<file path="src/rtl/xlt_pkg.sv">
package xlt_pkg;
  typedef enum logic [1:0] {
    FLT_NONE   = 2'd0,
    FLT_ABSENT = 2'd1,
    FLT_PRIV   = 2'd2
  } flt_e;

  typedef enum logic [2:0] {
    ST_IDLE,
    ST_DIR_REQ,
    ST_DIR_WAIT,
    ST_TBL_REQ,
    ST_TBL_WAIT,
    ST_RESP
  } wst_e;
endpackage

</file>
<file path="src/rtl/xlt_tcache.sv">
module xlt_tcache #(
  parameter int ENTRIES = 8,
  parameter int TAG_W   = 20,
  parameter int FRAME_W = 20
) (
  input  logic               clk,
  input  logic               rst_n,
  input  logic               clear,
  input  logic [TAG_W-1:0]   lk_tag,
  output logic               lk_hit,
  output logic [FRAME_W-1:0] lk_frame,
  input  logic               fill_en,
  input  logic [TAG_W-1:0]   fill_tag,
  input  logic [FRAME_W-1:0] fill_frame
);
  localparam int PTR_W = (ENTRIES > 1) ? $clog2(ENTRIES) : 1;

  logic [ENTRIES-1:0] vld_q;
  logic [ENTRIES-1:0] hit_vec;
  logic [TAG_W-1:0]   tag_q   [ENTRIES];
  logic [FRAME_W-1:0] frame_q [ENTRIES];
  logic [PTR_W-1:0]   ptr_q;

  // one comparator per entry
  for (genvar g = 0; g < ENTRIES; g++) begin : g_cmp
    assign hit_vec[g] = vld_q[g] && (tag_q[g] == lk_tag);
  end

  always_comb begin
    lk_frame = '0;
    for (int i = 0; i < ENTRIES; i++)
      if (hit_vec[i]) lk_frame = lk_frame | frame_q[i];
  end
  assign lk_hit = |hit_vec;

  always_ff @(posedge clk or negedge rst_n) begin
    if (!rst_n) begin
      vld_q <= '0;
      ptr_q <= '0;
    end else if (clear) begin
      vld_q <= '0;
      ptr_q <= '0;
    end else if (fill_en) begin
      vld_q[ptr_q] <= 1'b1;
      ptr_q <= (ptr_q == PTR_W'(ENTRIES - 1)) ? '0 : ptr_q + 1'b1;
    end
  end

  always_ff @(posedge clk) begin
    for (int i = 0; i < ENTRIES; i++) begin
      if (fill_en && !clear && ptr_q == PTR_W'(i)) begin
        tag_q[i]   <= fill_tag;
        frame_q[i] <= fill_frame;
      end
    end
  end

  // fills only follow misses, so a tag never sits in two entries
  p_onehot_hit_r8: assert property (@(posedge clk) disable iff (!rst_n)
    $onehot0(hit_vec));
  p_clear_r9: assert property (@(posedge clk) disable iff (!rst_n)
    clear |=> !lk_hit);
endmodule

</file>
<file path="src/rtl/xlt_walk.sv">
module xlt_walk
  import xlt_pkg::*;
#(
  parameter int ADDR_W    = 32,
  parameter int PAGE_BITS = 12,
  parameter int IDX_W     = 10,
  parameter logic [ADDR_W-1:0] KSPACE_BASE = 32'hC000_0000
) (
  input  logic                        clk,
  input  logic                        rst_n,
  input  logic                        inval,
  input  logic [ADDR_W-1:0]           base_q,
  input  logic                        req_valid,
  output logic                        req_ready,
  input  logic [ADDR_W-1:0]           req_vaddr,
  input  logic                        req_user,
  output logic                        rsp_valid,
  input  logic                        rsp_ready,
  output logic [ADDR_W-1:0]           rsp_paddr,
  output flt_e                        rsp_fault,
  output logic                        mem_req_valid,
  input  logic                        mem_req_ready,
  output logic [ADDR_W-1:0]           mem_req_addr,
  input  logic                        mem_rsp_valid,
  input  logic [ADDR_W-1:0]           mem_rsp_data,
  input  logic                        hit,
  input  logic [ADDR_W-PAGE_BITS-1:0] hit_frame,
  output logic                        fill_en,
  output logic [ADDR_W-PAGE_BITS-1:0] fill_tag,
  output logic [ADDR_W-PAGE_BITS-1:0] fill_frame
);
  localparam int FRAME_W   = ADDR_W - PAGE_BITS;
  localparam int ENT_SHIFT = 2;

  wst_e               st_q;
  logic [ADDR_W-1:0]  va_q;
  logic [FRAME_W-1:0] tbl_q;
  logic [ADDR_W-1:0]  paddr_q;
  flt_e               flt_q;
  logic               stale_q;
  logic               priv_viol;
  logic               accept;
  logic [IDX_W-1:0]   dir_idx, tbl_idx;
  logic               unused_bits;

  assign unused_bits = ^mem_rsp_data[PAGE_BITS-1:1];
  assign dir_idx     = va_q[ADDR_W-1 -: IDX_W];
  assign tbl_idx     = va_q[PAGE_BITS +: IDX_W];
  assign priv_viol   = req_user && (req_vaddr >= KSPACE_BASE);
  assign req_ready   = (st_q == ST_IDLE) && !inval;
  assign accept      = req_valid && req_ready;

  assign rsp_valid = (st_q == ST_RESP);
  assign rsp_paddr = paddr_q;
  assign rsp_fault = flt_q;

  always_comb begin
    mem_req_valid = 1'b0;
    mem_req_addr  = '0;
    if (st_q == ST_DIR_REQ) begin
      mem_req_valid = 1'b1;
      mem_req_addr  = base_q + (ADDR_W'(dir_idx) << ENT_SHIFT);
    end else if (st_q == ST_TBL_REQ) begin
      mem_req_valid = 1'b1;
      mem_req_addr  = {tbl_q, {PAGE_BITS{1'b0}}} + (ADDR_W'(tbl_idx) << ENT_SHIFT);
    end
  end

  assign fill_en    = (st_q == ST_TBL_WAIT) && mem_rsp_valid && mem_rsp_data[0]
                      && !stale_q && !inval;
  assign fill_tag   = va_q[ADDR_W-1:PAGE_BITS];
  assign fill_frame = mem_rsp_data[ADDR_W-1:PAGE_BITS];

  always_ff @(posedge clk or negedge rst_n) begin
    if (!rst_n) begin
      st_q    <= ST_IDLE;
      va_q    <= '0;
      tbl_q   <= '0;
      paddr_q <= '0;
      flt_q   <= FLT_NONE;
      stale_q <= 1'b0;
    end else begin
      case (st_q)
        ST_IDLE: if (accept) begin
          va_q    <= req_vaddr;
          stale_q <= 1'b0;
          if (priv_viol) begin
            paddr_q <= '0;
            flt_q   <= FLT_PRIV;
            st_q    <= ST_RESP;
          end else if (hit) begin
            paddr_q <= {hit_frame, req_vaddr[PAGE_BITS-1:0]};
            flt_q   <= FLT_NONE;
            st_q    <= ST_RESP;
          end else begin
            st_q <= ST_DIR_REQ;
          end
        end
        ST_DIR_REQ: if (mem_req_ready) st_q <= ST_DIR_WAIT;
        ST_DIR_WAIT: if (mem_rsp_valid) begin
          if (!mem_rsp_data[0]) begin
            paddr_q <= '0;
            flt_q   <= FLT_ABSENT;
            st_q    <= ST_RESP;
          end else begin
            tbl_q <= mem_rsp_data[ADDR_W-1:PAGE_BITS];
            st_q  <= ST_TBL_REQ;
          end
        end
        ST_TBL_REQ: if (mem_req_ready) st_q <= ST_TBL_WAIT;
        ST_TBL_WAIT: if (mem_rsp_valid) begin
          if (!mem_rsp_data[0]) begin
            paddr_q <= '0;
            flt_q   <= FLT_ABSENT;
          end else begin
            paddr_q <= {mem_rsp_data[ADDR_W-1:PAGE_BITS], va_q[PAGE_BITS-1:0]};
            flt_q   <= FLT_NONE;
          end
          st_q <= ST_RESP;
        end
        ST_RESP: if (rsp_ready) st_q <= ST_IDLE;
        default: st_q <= ST_IDLE;
      endcase
      // an invalidate during a walk keeps its result out of the cache
      if (inval && st_q != ST_IDLE) stale_q <= 1'b1;
    end
  end

  p_rsp_hold_r11: assert property (@(posedge clk) disable iff (!rst_n)
    (rsp_valid && !rsp_ready) |=> (rsp_valid && $stable(rsp_paddr) && $stable(rsp_fault)));
  p_busy_r11: assert property (@(posedge clk) disable iff (!rst_n)
    (rsp_valid || mem_req_valid) |-> !req_ready);
  p_priv_fault_r6: assert property (@(posedge clk) disable iff (!rst_n)
    (req_valid && req_ready && req_user && req_vaddr >= KSPACE_BASE)
      |=> (rsp_valid && rsp_fault == FLT_PRIV));
  p_hit_fast_r7: assert property (@(posedge clk) disable iff (!rst_n)
    (req_valid && req_ready && hit && !priv_viol) |=> (rsp_valid && rsp_fault == FLT_NONE));
endmodule

</file>
<file path="src/rtl/xlt_unit.sv">
module xlt_unit
  import xlt_pkg::*;
#(
  parameter int ADDR_W    = 32,
  parameter int PAGE_BITS = 12,
  parameter int IDX_W     = 10,
  parameter int ENTRIES   = 8,
  parameter logic [ADDR_W-1:0] KSPACE_BASE = 32'hC000_0000
) (
  input  logic              clk,
  input  logic              rst_n,
  input  logic              flush,
  input  logic              base_wr,
  input  logic [ADDR_W-1:0] base_data,
  input  logic              req_valid,
  output logic              req_ready,
  input  logic [ADDR_W-1:0] req_vaddr,
  input  logic              req_user,
  output logic              rsp_valid,
  input  logic              rsp_ready,
  output logic [ADDR_W-1:0] rsp_paddr,
  output logic [1:0]        rsp_fault,
  output logic              mem_req_valid,
  input  logic              mem_req_ready,
  output logic [ADDR_W-1:0] mem_req_addr,
  input  logic              mem_rsp_valid,
  input  logic [ADDR_W-1:0] mem_rsp_data
);
  localparam int FRAME_W = ADDR_W - PAGE_BITS;

  logic [ADDR_W-1:0]  base_q;
  logic               inval;
  logic               hit;
  logic [FRAME_W-1:0] hit_frame;
  logic               fill_en;
  logic [FRAME_W-1:0] fill_tag, fill_frame;
  flt_e               flt;

  assign inval     = flush | base_wr;
  assign rsp_fault = flt;

  always_ff @(posedge clk or negedge rst_n) begin
    if (!rst_n)       base_q <= '0;
    else if (base_wr) base_q <= base_data;
  end

  xlt_tcache #(
    .ENTRIES (ENTRIES),
    .TAG_W   (FRAME_W),
    .FRAME_W (FRAME_W)
  ) u_cache (
    .clk        (clk),
    .rst_n      (rst_n),
    .clear      (inval),
    .lk_tag     (req_vaddr[ADDR_W-1:PAGE_BITS]),
    .lk_hit     (hit),
    .lk_frame   (hit_frame),
    .fill_en    (fill_en),
    .fill_tag   (fill_tag),
    .fill_frame (fill_frame)
  );

  xlt_walk #(
    .ADDR_W      (ADDR_W),
    .PAGE_BITS   (PAGE_BITS),
    .IDX_W       (IDX_W),
    .KSPACE_BASE (KSPACE_BASE)
  ) u_walk (
    .clk           (clk),
    .rst_n         (rst_n),
    .inval         (inval),
    .base_q        (base_q),
    .req_valid     (req_valid),
    .req_ready     (req_ready),
    .req_vaddr     (req_vaddr),
    .req_user      (req_user),
    .rsp_valid     (rsp_valid),
    .rsp_ready     (rsp_ready),
    .rsp_paddr     (rsp_paddr),
    .rsp_fault     (flt),
    .mem_req_valid (mem_req_valid),
    .mem_req_ready (mem_req_ready),
    .mem_req_addr  (mem_req_addr),
    .mem_rsp_valid (mem_rsp_valid),
    .mem_rsp_data  (mem_rsp_data),
    .hit           (hit),
    .hit_frame     (hit_frame),
    .fill_en       (fill_en),
    .fill_tag      (fill_tag),
    .fill_frame    (fill_frame)
  );

  p_reset_quiet_r12: assert property (@(posedge clk) disable iff (!rst_n)
    $rose(rst_n) |-> (!rsp_valid && !mem_req_valid));
endmodule

</file>
<file path="config.mk">
export PLATFORM = sky130hd
export DESIGN_NAME = xlt_unit
export DESIGN_NICKNAME = d
export VERILOG_FILES = /design/src/rtl/xlt_pkg.sv /design/src/rtl/xlt_tcache.sv /design/src/rtl/xlt_walk.sv /design/src/rtl/xlt_unit.sv
export SDC_FILE = /design/constraint.sdc
export NUM_CORES = 1
export LEC_CHECK = 0
export ABC_AREA = 1
export BUFFER_PORTS_ARGS = -buffer_cell sky130_fd_sc_hd__buf_2
export CELL_PAD_IN_SITES_DETAIL_PLACEMENT = 1
export CELL_PAD_IN_SITES_GLOBAL_PLACEMENT = 1
export CORE_ASPECT_RATIO = 1.5
export CORE_MARGIN = 2
export CORE_UTILIZATION = 35
export CTS_BUF_LIST = sky130_fd_sc_hd__clkbuf_4
export CTS_CLUSTER_DIAMETER = 30
export DETAILED_ROUTE_END_ITERATION = 10
export GPL_ROUTABILITY_DRIVEN = 0
export MAX_ROUTING_LAYER = met4
export PLACE_DENSITY = 0.69
export SYNTH_ARGS = -nofsm -noshare
export SYNTH_HDL_FRONTEND = slang
export SYNTH_SLANG_ARGS = --single-unit
</file>
<file path="constraint.sdc">
create_clock -name clk -period 8.3 [get_ports clk]
set_input_delay 1.66 -clock clk [delete_from_list [all_inputs] [get_ports clk]]
set_output_delay 1.66 -clock clk [all_outputs]
set_load 0.005 [all_outputs]
</file>
; Word level (Yosys, flattened, before mapping)
; Memories as Yosys holds them, arrays and structs flattened.
; Cells that the tools add are included.
[op_classes]
muxes = 106
bitwise = 9
eq_ne = 28
n_reduce_logical = 55
addsub = 3
n_lt_le_gt_ge = 3
[ops]
columns = operator, count
row1 = 20-bit two-way mux, 22
row2 = 32-bit two-way mux, 9
row3 = 20-bit OR reduction, 14
row4 = 20-bit equality test, 8
row5 = 20-bit bitwise OR, 7
row6 = 32-bit case mux with 3 select lines, 1
row7 = 3-bit two-way mux, 26
row8 = 32-bit by 12-bit adder with 32-bit output, 2
row9 = 1-bit two-way mux, 37
row10 = "32-bit greater-or-equal comparator, second input constant", 1
row11 = 1-bit logical AND, 26
row12 = "3-bit equality test, second input constant", 6
row13 = 3-bit case mux with 6 select lines, 1
row14 = 8-bit two-way mux, 2
row15 = "3-bit by 2-bit equality test with 1-bit output, second input constant", 4
row16 = 2-bit two-way mux, 6
row17 = 6-bit AND reduction, 2
row18 = "2-bit inequality test, second input constant", 5
row19 = 8-bit bitwise OR, 1
row20 = 8-bit OR reduction, 1
row21 = "3-bit by 1-bit equality test with 1-bit output, second input constant", 2
row22 = 3-bit logical NOT, 2
row23 = 2-bit case mux with 3 select lines, 1
row24 = 2-bit nonzero test, 3
row25 = other kinds (11), 15
[word_totals]
output_inout_bits = 69
memories = 2
elab_cells = 215
register_bits = 133
inputBits = 105
ram_bits = 320
[mem_list]
columns = name, depth, width, read_ports, rd_ports_with_merged_regs, wr, line
row1 = u_cache.frame_q, 8, 20, 8, 0, 1, xlt_tcache.sv:21  ; logic [FRAME_W-1:0] frame_q [ENTRIES];
row2 = u_cache.tag_q, 8, 20, 8, 0, 1, xlt_tcache.sv:20  ; logic [TAG_W-1:0] tag_q [ENTRIES];

; Depth between registers and ports, before layout
; An unclocked memory read counts as a cell.
[logic_depth]
word_depth = 22
mapped_depth = 18

; Hierarchy
; A second synthesis with hierarchy kept.
[unflattened]
cells_unflattened = 2353
hier_area_um2 = 21844.7
[by_module_without_submodules]
columns = mod, cells_per_inst, n_inst, area_each_um2
row1 = xlt_tcache, 1360, 1, 14835.5
row2 = xlt_walk, 856, 1, 5768.0
row3 = xlt_unit, 137, 1, 1241.2

; Least setup slack after synthesis
; Ideal clock, no wire load.
[synth_timing]
kind = in2reg
startpoint = in base_wr
endpoint = mem u_cache.frame_q[0][0], enable pin
setup_ps = 487
path_buffers = 2
t_arrival_ps = 5223
slack_ps = 2590
path_stages = 5
t_required_ps = 7813
cell_sequence = clkbuf_1 nor2_1 nand2_1 clkbuf_1 nor3_1
[synth_between]
elab_chain_len = 15
elab_cells_between_ends = 49
cone_classes = mux (30) / bitwise (1) / reduce/logical (18)
[synth_rtl]
columns = element, line
row1 = "start, declared", xlt_unit.sv:13  ; input logic base_wr,
row2 = 1-bit bitwise OR (*), xlt_unit.sv:39  ; assign inval = flush | base_wr;
row3 = 1-bit logical NOT (*), "xlt_tcache.sv:51, xlt_walk.sv:70"
row4 = 1-bit logical AND, xlt_walk.sv:70  ; && !stale_q && !inval;
row5 = 1-bit logical AND (*), xlt_tcache.sv:51  ; if (fill_en && !clear && ptr_q == PTR_W'(i)) begin
row6 = 1-bit logical AND, xlt_tcache.sv:51
row7 = 1-bit two-way mux, xlt_tcache.sv:51
row8 = 1-bit two-way mux (implied by the code), xlt_tcache.sv:53  ; frame_q[i] <= fill_frame;
row9 = 20-bit OR reduction (no source line), n/a
row10 = 3-bit two-way mux (no source line) or 1-bit two-way mux (tied branches) (7 in a row), n/a
row11 = "end, declared", xlt_tcache.sv:21
; Mark *: on every way between the ends. The rest lies on a longest branch, timed or not.

; Worst setup path in the final report
[layout_timing]
startpoint = reg u_walk.va_q[23]
endpoint = out mem_req_addr[20]
[layout_between]
elab_chain_len = 2
[layout_rtl]
columns = element, line
row1 = "start, declared", xlt_walk.sv:36  ; logic [ADDR_W-1:0] va_q;
row2 = "start signal, assigned", xlt_walk.sv:85  ; va_q <= req_vaddr;
row3 = 32-bit by 12-bit adder with 32-bit output, xlt_walk.sv:62  ; mem_req_addr = base_q + (ADDR_W'(dir_idx) << ENT_SHIFT);
row4 = 32-bit two-way mux, xlt_walk.sv:60  ; if (st_q == ST_DIR_REQ) begin
row5 = "end, declared", xlt_unit.sv:25  ; output logic [ADDR_W-1:0] mem_req_addr,
; Every way passes these cells.

==> flow_summary.yaml <==
worst_setup_path:
  endpoint_kind: "output port"
  crit_arrival_ns: 4.04
  path_max_fanout: 11
  slowest_delay_ns: 0.71
  crit_buf_inv: 5
  crit_type: "flop to output port"
  crit_required_ns: 6.64
  critPathTopFamily: "compound AO/OA/AOI/OAI gates"
  path_cells: "inv_1 -> fa_1 -> inv_1 -> nand2_1 -> o21ai_0 -> a21oi_1 -> inv_1 -> nand2_1 -> nand2_1 -> inv_1 -> o21ai_0 -> nand2_1 -> o21ai_0 -> buf_2"
  cp-start-kind: "flop"
  cpMaxStageDelayCell: "dfrtp_1"
yosys:
  avgSynthCellArea_sq_um: 9.92
  synthMuxAreaShare_pct: 2.35
  yosysSeqAreaShare_pct: 62.7
  synth_fa_ha_area_share_pct: 1.07
  yosysWarnings: 0
  yosysMostFrequentCell: "nand2_1"
  synth_area_leaders: "edfxtp_1 47%, dfrtp_1 16%, nand2_1 12%"
  synth_commonest_cells: "635 x nand2_1, 320 x edfxtp_1, 202 x inv_1"
  yosysTopAreaCell: "edfxtp_1"
  async_flop_share_pct: 29.4
  syn_inst: 2081
  post_synth_and_or_nand_nor_area_fraction_pct: 19.5
  yosysUniqueCellTypes: 44
  synth_top_area_share_pct: 46.6
  synth_edf_count: 320
  ys_ff_latch: 453
  syn-cell-area_sq_um: 20600
  synthFlopType: "edfxtp_1"
  synth_fp_nets: 2203
  synth-compound-area-share_pct: 7.30
  synth_xor_xnor_area_share_pct: 1.19
  synth_top_family_by_area: "simple AND/OR/NAND/NOR gates"
global_route:
  antenna_found_initial: 5
  grt_usage_pct: 24.3
  grt_overflow: 0
  grt_pass1_wl_microns: 107000
  first_global_vias: 17742
  grt_start_max_net_pins: 69
clocking:
  clk_latency_ns: 0.91
  cts_buffer_depth: 3
  root_buffer: "clkbuf_4"
  cts_hold_buffers: 0
  clk_pin_slew_ns: 0.07
  post_cts.repair.setup_buffers: 0
  htree_levels: 3
  ctsResizeCount: 0
  cts_tree: "built"
  cts.sinks: 453
  cts_made_buffers: 110
floorplanning:
  core_sq_um: 58600
  row_count: 109
  io_pins: 174
  die-area_sq_um: 61000
  start_util_pct: 35.2
  die_x_microns: 202
  die_h_microns: 301
drt:
  dr.pass1.iters: 7
  drt-total-wl_microns: 71200
  viasPerCell: 5.16
  ant_nets: 0
  via_count: 16435
  wire_per_inst_microns: 22.4
  drt-initial-drc-count: 1057
  drc_errors: 0
sta:
  fin_hold_ws_ns: 0.455
  maxSlewHeadroom_pct: 26.7
  fmax_ghz: 0.176
  finalCriticalPeriod_ns: 5.70
  setup-tns-final_ns: 0
  fin_skew_ns: 0.0617
  post-route-period-util_pct: 68.6
  rsz0062_at_grt: "false"
  finalHoldViolations: 0
  setup-violations-final: 0
  drv_slew: 0
  worst_slew_pin_slew_ns: 1.10
power_and_ir_drop:
  p_leak_nw: 10.4
  powerDensity_nw_per_um2: 255
  vdd.ir_drop.worst_mv: 0.203
placed_design:
  numPortBuffers: 162
  dp_hpwl_microns: 48800
run_status:
  status: "finished clean"
final_layout:
  area_growth_pct: 15.6
  final_layout_size_suffix_gt1_share_pct: 20.0
  nNetsFinal: 2432
min_path:
  hold_path_class: "flop to flop"
run:
  cap_violations: 0
## layout by cell type, fill, tap and decap left out, types with 3 or more instances in the layout
master      n
inv_1     202
inv_2      17
nor2_2      7
nor2_1    152
a22oi_1    12
or2_2      10
nand4_1    92
nor3_1     15
xnor2_1    23
dfrtp_1   133
clkinv_1   27
nand3_1    29
mux2_2     43
nor2_4      9
clkinv_2    6
o211ai_1    3
nor3_2      7
ha_1       16
o21ai_2     3
nand2_1   635
o21ai_0   193
buf_2     161
o41ai_1     8
edfxtp_1  320
a21oi_1    22
nand3_2     4
o21ai_1    19
buf_4      35
a22o_1      4
xor2_1      5
clkinv_4    3
clkbuf_4  167
diode_2     3
## path summary, 6_finish.rpt
| kind | startpoint | end | slack (ns) | cells past startpoint |
|---|---|---|---|---|
| worst max-delay path | u_walk.va_q[23]$_DFFE_PN0P_ | mem_req_addr[20] | 2.60 | 14 |
| max in group asynchronous | rst_n | u_walk.va_q[24]$_DFFE_PN0P_ | 6.05 | 2 |
| worst min-delay path | u_walk.va_q[22]$_DFFE_PN0P_ | u_cache.tag_q[1][70]$_DFFE_PP_ | 0.45 | 0 |
| min in group asynchronous | rst_n | base_q[0]$_DFFE_PN0P_ | 0.74 | 1 |
| worst max register to register | u_cache.tag_q[0][53]$_DFFE_PP_ | u_walk.rsp_paddr[7]$_DFFE_PN0P_ | 4.34 | 12 |
| worst min register to register | u_walk.va_q[22]$_DFFE_PN0P_ | u_cache.tag_q[1][70]$_DFFE_PP_ | 0.45 | 0 |
## layer usage
metal | GRT usage [%] | share of wire (%)
met1 | 25.5 | 38
met4 | 13.6 | 5.5
met2 | 43.5 | 52
met3 | 3.73 | 4.6
met5 | - | 0
## report_power, final
part           switching [W]  total [W]  internal [W]  leakage (nW)
sequential          0.000293    0.00303       0.00274          4.57
clock               0.000954    0.00194      0.000985         0.873
combinational       0.000716    0.00111      0.000395          4.91
## worst reg2reg max path: stages (launching register included)
cell      delay [ns]
edfxtp_1        0.38
nand2_1         0.07
o21ai_0         0.13
nor2_1          0.14
nand2_1         0.10
nor2_1          0.71
nand3_1         0.72
nand2_1         0.21
nor2_1          0.09
nand4_2         0.10
nand3_2         0.73
nand2_1         0.29
o21ai_1         0.10
## flip-flops by register name, indices dropped and copies added (netlist names)
register	count
u_walk.tbl_q	20
u_walk.rsp_paddr	32
u_cache.tag_q	160
u_walk.st_q	3
u_cache.frame_q	160
base_q	32
u_cache.vld_q	8
u_walk.stale_q	1
u_walk.va_q	32
u_walk.rsp_fault	2
u_cache.ptr_q	3
## cell type report
type                       count  area (sq um)
inverter                     220           826
clock inverter                39           229
tap                          777           972
fill                        6895         34800
timing repair buffer         197          1080
antenna                        3          7.51
multi-input combinational   1328          6560
sequential                   453         12900
clock buffer                 167          1250
## through the flow
step	power [W]	util, %	instance area [sq um]	cells	setup slack [ns]
floorplan	0.00361	-	20600	2081	2.59
detailed placement	0.00420	38.1	22400	2975	2.57
CTS	0.00615	40.7	23900	3181	2.49
global route	0.00639	40.7	23900	3184	2.25
finish	0.00608	40.7	23900	3184	2.60
global placement	0.00415	38.1	22400	2975	2.70
## logic make-up after synthesis
logic type,count (synthesis)
buf+inv,300
flops,453
mux,43
simple gates,964
compound gates,276
fa+ha+maj,17
xor+xnor,28
Note: power is estimated with default switching activity, not from simulation.
